**config.mk**
```make
export PLATFORM = sky130hd
export DESIGN_NAME = rds_sync_ctrl
export DESIGN_NICKNAME = d
export VERILOG_FILES = /design/src/rtl/rds_sync_ctrl.sv
export SDC_FILE = /design/constraint.sdc
export NUM_CORES = 1
export LEC_CHECK = 0
export BUFFER_PORTS_ARGS = -buffer_cell sky130_fd_sc_hd__buf_2
export CAP_MARGIN = 20
export CORE_MARGIN = 2
export CORE_UTILIZATION = 54
export CTS_CLUSTER_DIAMETER = 120
export DETAILED_ROUTE_END_ITERATION = 7
export MAX_ROUTING_LAYER = met4
export PLACE_DENSITY = 0.82
export SYNTH_ARGS = -nofsm -noshare
export SYNTH_HDL_FRONTEND = slang
export SYNTH_SLANG_ARGS = --single-unit
```
**constraint.sdc**
```tcl
create_clock -name clk -period 3.8 [get_ports clk]
set_input_delay 0.76 -clock clk [delete_from_list [all_inputs] [get_ports clk]]
set_output_delay 0.76 -clock clk [all_outputs]
set_load 0.1 [all_outputs]
```
**src/rtl/rds_sync_ctrl.sv**
```systemverilog
`timescale 1ns/1ps
module rds_sync_ctrl #(
  parameter logic [2:0] UNK_CODE = 3'b111
) (
  input  logic       clk,
  input  logic       rst_n,
  input  logic       blk_valid,
  input  logic [2:0] blk_type,
  input  logic       blk_ok,
  input  logic       blk_fixed,
  input  logic       fix_en,
  input  logic [1:0] bad_tol,
  input  logic       host_rd,
  output logic       dav,
  output logic       irq_n,
  output logic       in_sync,
  output logic [2:0] last_blk,
  output logic [2:0] prev_blk
);
  localparam logic [2:0] TY_A = 3'd0, TY_B = 3'd1, TY_C = 3'd2, TY_CP = 3'd3, TY_D = 3'd4;

  logic       anchored;
  logic [1:0] anc_pos, bad_cnt;
  logic [1:0] pos;

  always_comb begin
    unique case (blk_type)
      TY_A:        pos = 2'd0;
      TY_B:        pos = 2'd1;
      TY_C, TY_CP: pos = 2'd2;
      default:     pos = 2'd3;
    endcase
  end

  wire       known   = blk_type <= TY_D;
  wire       good    = blk_valid & blk_ok & known;
  wire       bad     = blk_valid & ~good;
  wire [1:0] want    = anc_pos + bad_cnt + 2'd1;
  wire [1:0] limit   = (bad_tol == 2'd0) ? 2'd1 : bad_tol;
  wire       hit     = ~in_sync & anchored & good & (pos == want);
  wire       give_up = ~in_sync & anchored & bad & (({1'b0, bad_cnt} + 3'd1) >= {1'b0, limit});
  wire       acc     = in_sync & blk_valid & known & (blk_ok | (fix_en & blk_fixed));
  wire       ac_blk  = (blk_type == TY_A) | (blk_type == TY_CP);
  wire       report  = acc | hit | (~in_sync & good & ac_blk);

  always_ff @(posedge clk or negedge rst_n) begin
    if (!rst_n) begin
      in_sync  <= 1'b0;
      anchored <= 1'b0;
      anc_pos  <= 2'd0;
      bad_cnt  <= 2'd0;
    end else if (!in_sync) begin
      if (hit) begin
        in_sync  <= 1'b1;
        anchored <= 1'b0;
        bad_cnt  <= 2'd0;
      end else if (good) begin
        anchored <= 1'b1;
        anc_pos  <= pos;
        bad_cnt  <= 2'd0;
      end else if (give_up) begin
        anchored <= 1'b0;
        bad_cnt  <= 2'd0;
      end else if (bad && anchored) begin
        bad_cnt  <= bad_cnt + 2'd1;
      end
    end
  end

  always_ff @(posedge clk or negedge rst_n) begin
    if (!rst_n) begin
      dav      <= 1'b0;
      irq_n    <= 1'b1;
      last_blk <= UNK_CODE;
      prev_blk <= UNK_CODE;
    end else if (report) begin
      dav      <= 1'b1;
      irq_n    <= 1'b0;
      last_blk <= blk_type;
      prev_blk <= last_blk;
    end else if (host_rd) begin
      dav      <= 1'b0;
      irq_n    <= 1'b1;
    end
  end
endmodule

```
After elaboration in Yosys (flattened, before gate mapping)
Index checks and enable logic that the tools add are counted.
W data, S select, Z words.

operators by class
  add/subtract/negate cells = 4
  $lt $le $gt $ge = 2
  equality and inequality tests = 4
  multiplexer cells = 15
  bitwise gates (word level) = 21
  reductions and logical operators = 10

operators by type and width
  operator               number
  $and A1 B1 Y1          14
  $mux W2                5
  $mux W1                9
  $eq A3 B2 Y1 const B   2
  $pmux W2 S3            1
  $add A2 B1 Y2 const B  2
  $or A1 B1 Y1           4
  $reduce_and A2 Y1      2
  $reduce_bool A4 Y1     1
  $add A2 B1 Y3 const B  1
  $eq A3 B1 Y1 const B   1
  $ge A3 B2 Y1           1
  $le A3 B3 Y1 const B   1
  $logic_not A3 Y1       1
  $not A1 Y1             3
  $reduce_and A3 Y1      1
  $reduce_bool A3 Y1     1
  $add A2 B2 Y2          1
  $eq A2 B2 Y1           1
  $logic_not A2 Y1       1
  $reduce_bool A2 Y1     1
  $reduce_or A2 Y1       1
  $logic_and A1 B1 Y1    1

word-level totals
  bits in registers = 14
  logic and storage cells = 64

Logic depth before layout (Yosys ltp)
  word-level depth = 9
  mapped depth = 8
  gate-level depth less buffers = 7

Least setup slack after synthesis
No wires, ideal clock.

  path type = register to register
  from = reg in_sync
  to = reg last_blk[0]
  library setup time = 82 ps
  arrival = 1982 ps
  setup slack = 1735 ps
  cell stages (with the launch flop) = 6
  path buffers = 1
  period minus slack after synthesis = 2065 ps
  cell sequence = dfrtp_1 -> nor2b_1 -> and2_1 -> a41o_1 -> buf_6 -> mux2_4

on the way
  word-level cells in the longest chain between the ends = 6

ends and longest elaborated chain
  item                         RTL line  RTL
  start, declared              16        output logic in_sync,
  start signal, assigned       48        in_sync <= 1'b0;
  start signal, assigned       54        in_sync <= 1'b1;
  $not A1 Y1 (no line)         -
  $and A1 B1 Y1 (3 in series)  40        wire hit = ~in_sync & anchored & good & (pos == want);
  $or A1 B1 Y1                 44        wire report = acc | hit | (~in_sync & good & ac_blk);
  $or A1 B1 Y1 (*)             44
  end signal, assigned         79        last_blk <= blk_type;
  end, declared                17        output logic [2:0] last_blk,

Mark *: on every way between the ends. The rest lies on a longest branch, timed or not.
A chain may end at the register's enable or synchronous reset.

Worst setup path in the final report
  from = reg bad_cnt[0]
  to = reg prev_blk[1]

on the way
  word-level cells in the longest chain between the ends = 6

ends and longest elaborated chain
  item                        RTL line  RTL
  start, declared             23        logic [1:0] anc_pos, bad_cnt;
  start signal, assigned      65        bad_cnt <= bad_cnt + 2'd1;
  $add A2 B2 Y2               38        wire [1:0] want = anc_pos + bad_cnt + 2'd1;
  $add A2 B1 Y2               38
  $eq A2 B2 Y1                40
  $and A1 B1 Y1               40
  $or A1 B1 Y1 (2 in series)  44
  end signal, assigned        80        prev_blk <= last_blk;
  end, declared               18        output logic [2:0] prev_blk

No other way between the ends.

==> summary.md <==
| Metric | Value |
|---|---|
| Status | finished clean |
| Initial DRC Count | 6 |
| Share of layout cells above drive strength 1 | 0.407 |
| # diodes | 0 |
| Slowest CP cell | a41o_1 |
| DIE WIDTH | roughly 42 um |
| Crit path DAT | roughly 2.4 ns |
| Tmin final | 2.19 ns |
| Die area | about 0.0018 mm^2 |
| DR vias | around 560 |
| Core box area | 0.00133 mm^2 |
| Worst path required time | ~4 ns |
| Hold Buf Count CTS | 0 |
| Final Setup Violations | 0 |
| CP Max Fanout | 8 |
| Clk Latency, worst-skew pair | approximately 0.28 ns |
| Peak per-stage delay on the critical path | 0.49 ns |
| Synth unique cells | 27 |
| Number of H-tree levels | 1 |
| Synth Instances | between 60 and 70 |
| Max Cap Viol | 0 |
| Vias in the first global route | ~530 |
| Routed WL | approximately 1.4 mm |
| Initial antenna violation count | 0 |
| Setup TNS | 0 ns |
| First-pass GRT wire length | between 2 and 2.5 mm |
| Wire per inst | between 10 and 15 um |
| HP Class | in2async |
| Drt first pass iters | 4 |
| Post-DP HPWL | roughly 1.1 mm |
| Clk sinks | 14 |
| GRT Util Overall | 0.176 |
| Setup Skew | just under 0.009 ns |
| Rel. slew slack | 0.674 |
| Hold_ws | roughly 0.34 ns |
| CTS tree | yes |
| Ordered list of cells on the worst path | inv_1, ha_1, xnor2_1, xnor2_1, xnor2_1, a41o_1, mux2_4 |
| Fin. Hold Viols | 0 |
| CTS Buf Count | 3 |
| Syn Area/Cell | ~12 um^2 |
| Sequential-to-total area share from yosys stat | 0.458 |
| Io pins | 21 |
| FMAX | 456 MHz |
| Post-Syn Area | approximately 780 um^2 |
| Clock Pin Slew Worst Setup and Hold Paths | roughly 0.09 ns |
| Die Y | 42.1 um |
| Overflow after GRT | 0 |
| Nets@finish | 108 |
| Post-CTS Setup Inserts | 0 |
| Synth Register Bits | 14 |
| CP most frequent cell | xnor2_1 |
| Final Max Slew Viols | 0 |
| Crit path kind | reg2reg |
| Area growth from synthesis to layout | 18.4% |
| CP Launch Type | register |
| Worst Path Buf+Inv | 1 |
| Mapped Nets | 84 |
| Gpl congestion | about 0.76 |
| RSZ-0062 raised after global routing | false |
| IO buf count | 20 |
| Nature of the critical path endpoint | register |
| Clock root buffer | clkbuf_4 |
| Worst slew pin tran | between 0.4 and 0.5 ns |
| Final Cycle Share | 0.577 |
| Initial cell density of the core | 0.587 |
| Post-DR vias/cell | roughly 5.3 |
| # DRC | 0 |
| Post-DRT Antenna Nets | 0 |
| Pin count of the biggest net entering global routing | 15 |
| Max Buffers Root-to-Sink | 2 |
| # resized after CTS | 0 |
| Top delay family on crit path | XOR/XNOR gates |
| Site row count | 13 |
| Yosys warns | 0 |
-- metrics by stage --
step | utilization | area (um^2) | cells | worst slack (ns)
6_report | 0.695 | 927 | 106 | 1.61
5_1_grt | 0.695 | 927 | 106 | 1.43
4_1_cts | 0.695 | 927 | 106 | 1.59
3_5_place_dp | 0.668 | 891 | 102 | 1.41
3_3_place_gp | 0.668 | 891 | 102 | 1.47
2_1_floorplan | - | 783 | 68 | 1.74
-- kinds of logic after synthesis --
group           after synthesis  synth area share
compound gates               13             0.123
fa+ha+maj                     4            0.0735
flops                        14             0.458
simple gates                 18             0.117
mux                           8             0.141
buf+inv                       7            0.0431
xor+xnor                      4            0.0447
-- sequential cells by signal, summed over array words and instances, names as in the netlist --
name	cells
anchored	1
last_blk	3
anc_pos	2
bad_cnt	2
irq_n	1
dav	1
prev_blk	3
in_sync	1
-- worst register-to-register path: cells and delay by family (launching register included) --
family | cells | cell delay [ns]
compound gates | 1 | 0.49
xor+xnor | 3 | 0.55
fa+ha+maj | 1 | 0.20
mux | 1 | 0.34
buf+inv | 1 | 0.07
flops | 1 | 0.47
-- metal layers --
metal  vias to the layer above  global-route usage  share of wire
met5                         -                   -              0
met4                         0               0.106          0.023
met3                         6              0.0302          0.041
met2                        15               0.234           0.45
met1                       255               0.247           0.48
li1                        286                   -              -
-- synth_stat cells --
| cell type | n | share of area |
|---|---|---|
| buf_6 | 1 | 0.014 |
| and2_1 | 1 | 0.0080 |
| a31oi_1 | 1 | 0.0080 |
| a211o_1 | 2 | 0.022 |
| xnor2_1 | 4 | 0.045 |
| ha_1 | 3 | 0.048 |
| a21o_1 | 2 | 0.019 |
| nand3b_1 | 1 | 0.0096 |
| nor3_1 | 1 | 0.0064 |
| mux2_4 | 6 | 0.12 |
| fa_1 | 1 | 0.026 |
| mux2i_1 | 2 | 0.026 |
| o21ai_1 | 1 | 0.0064 |
| a21oi_1 | 2 | 0.013 |
| a41o_1 | 2 | 0.026 |
| nand2b_1 | 2 | 0.016 |
| nor2b_1 | 2 | 0.016 |
| nor3b_1 | 1 | 0.0096 |
| nand2_1 | 6 | 0.029 |
| dfstp_2 | 7 | 0.23 |
| or2_1 | 1 | 0.0080 |
| a21boi_1 | 1 | 0.0096 |
| nor2_1 | 3 | 0.014 |
| dfrtp_1 | 7 | 0.22 |
| o21ai_0 | 1 | 0.0064 |
| inv_1 | 6 | 0.029 |
| a32o_1 | 1 | 0.013 |
-- cell type report --
class	count	area (um^2)
clock buffer	4	36.3
fill	102	407
inverter	6	22.5
multi-input combinational	47	390
sequential	14	359
tap	15	18.8
timing repair buffer	20	100
-- cell usage in the layout, fill, tap and decap left out, drive strengths merged, types with 3 or more instances in the layout --
cell | synthesis | routed
clkbuf | 0 | 4
buf | 1 | 20
nor2 | 3 | 3
mux2 | 6 | 6
dfstp | 7 | 7
xnor2 | 4 | 4
ha | 3 | 3
nand2 | 6 | 6
dfrtp | 7 | 7
inv | 6 | 6
-- final timing paths --
path | start | endpoint | slack, ns | depth (start not counted)
min in group clk | dav | dav | 0.48 | 1
hold / removal | rst_n | anchored | 0.34 | 1
setup reg to reg | bad_cnt[0] | prev_blk[1] | 1.61 | 7
hold reg to reg | dav | dav | 0.48 | 1
max in group asynchronous | rst_n | last_blk[2] | 3.17 | 1
setup / recovery | bad_cnt[0] | prev_blk[1] | 1.61 | 7
Power is left out: the tool's default activity adds up to more than one toggle a clock period on the data nets, which glitch-free logic cannot reach.
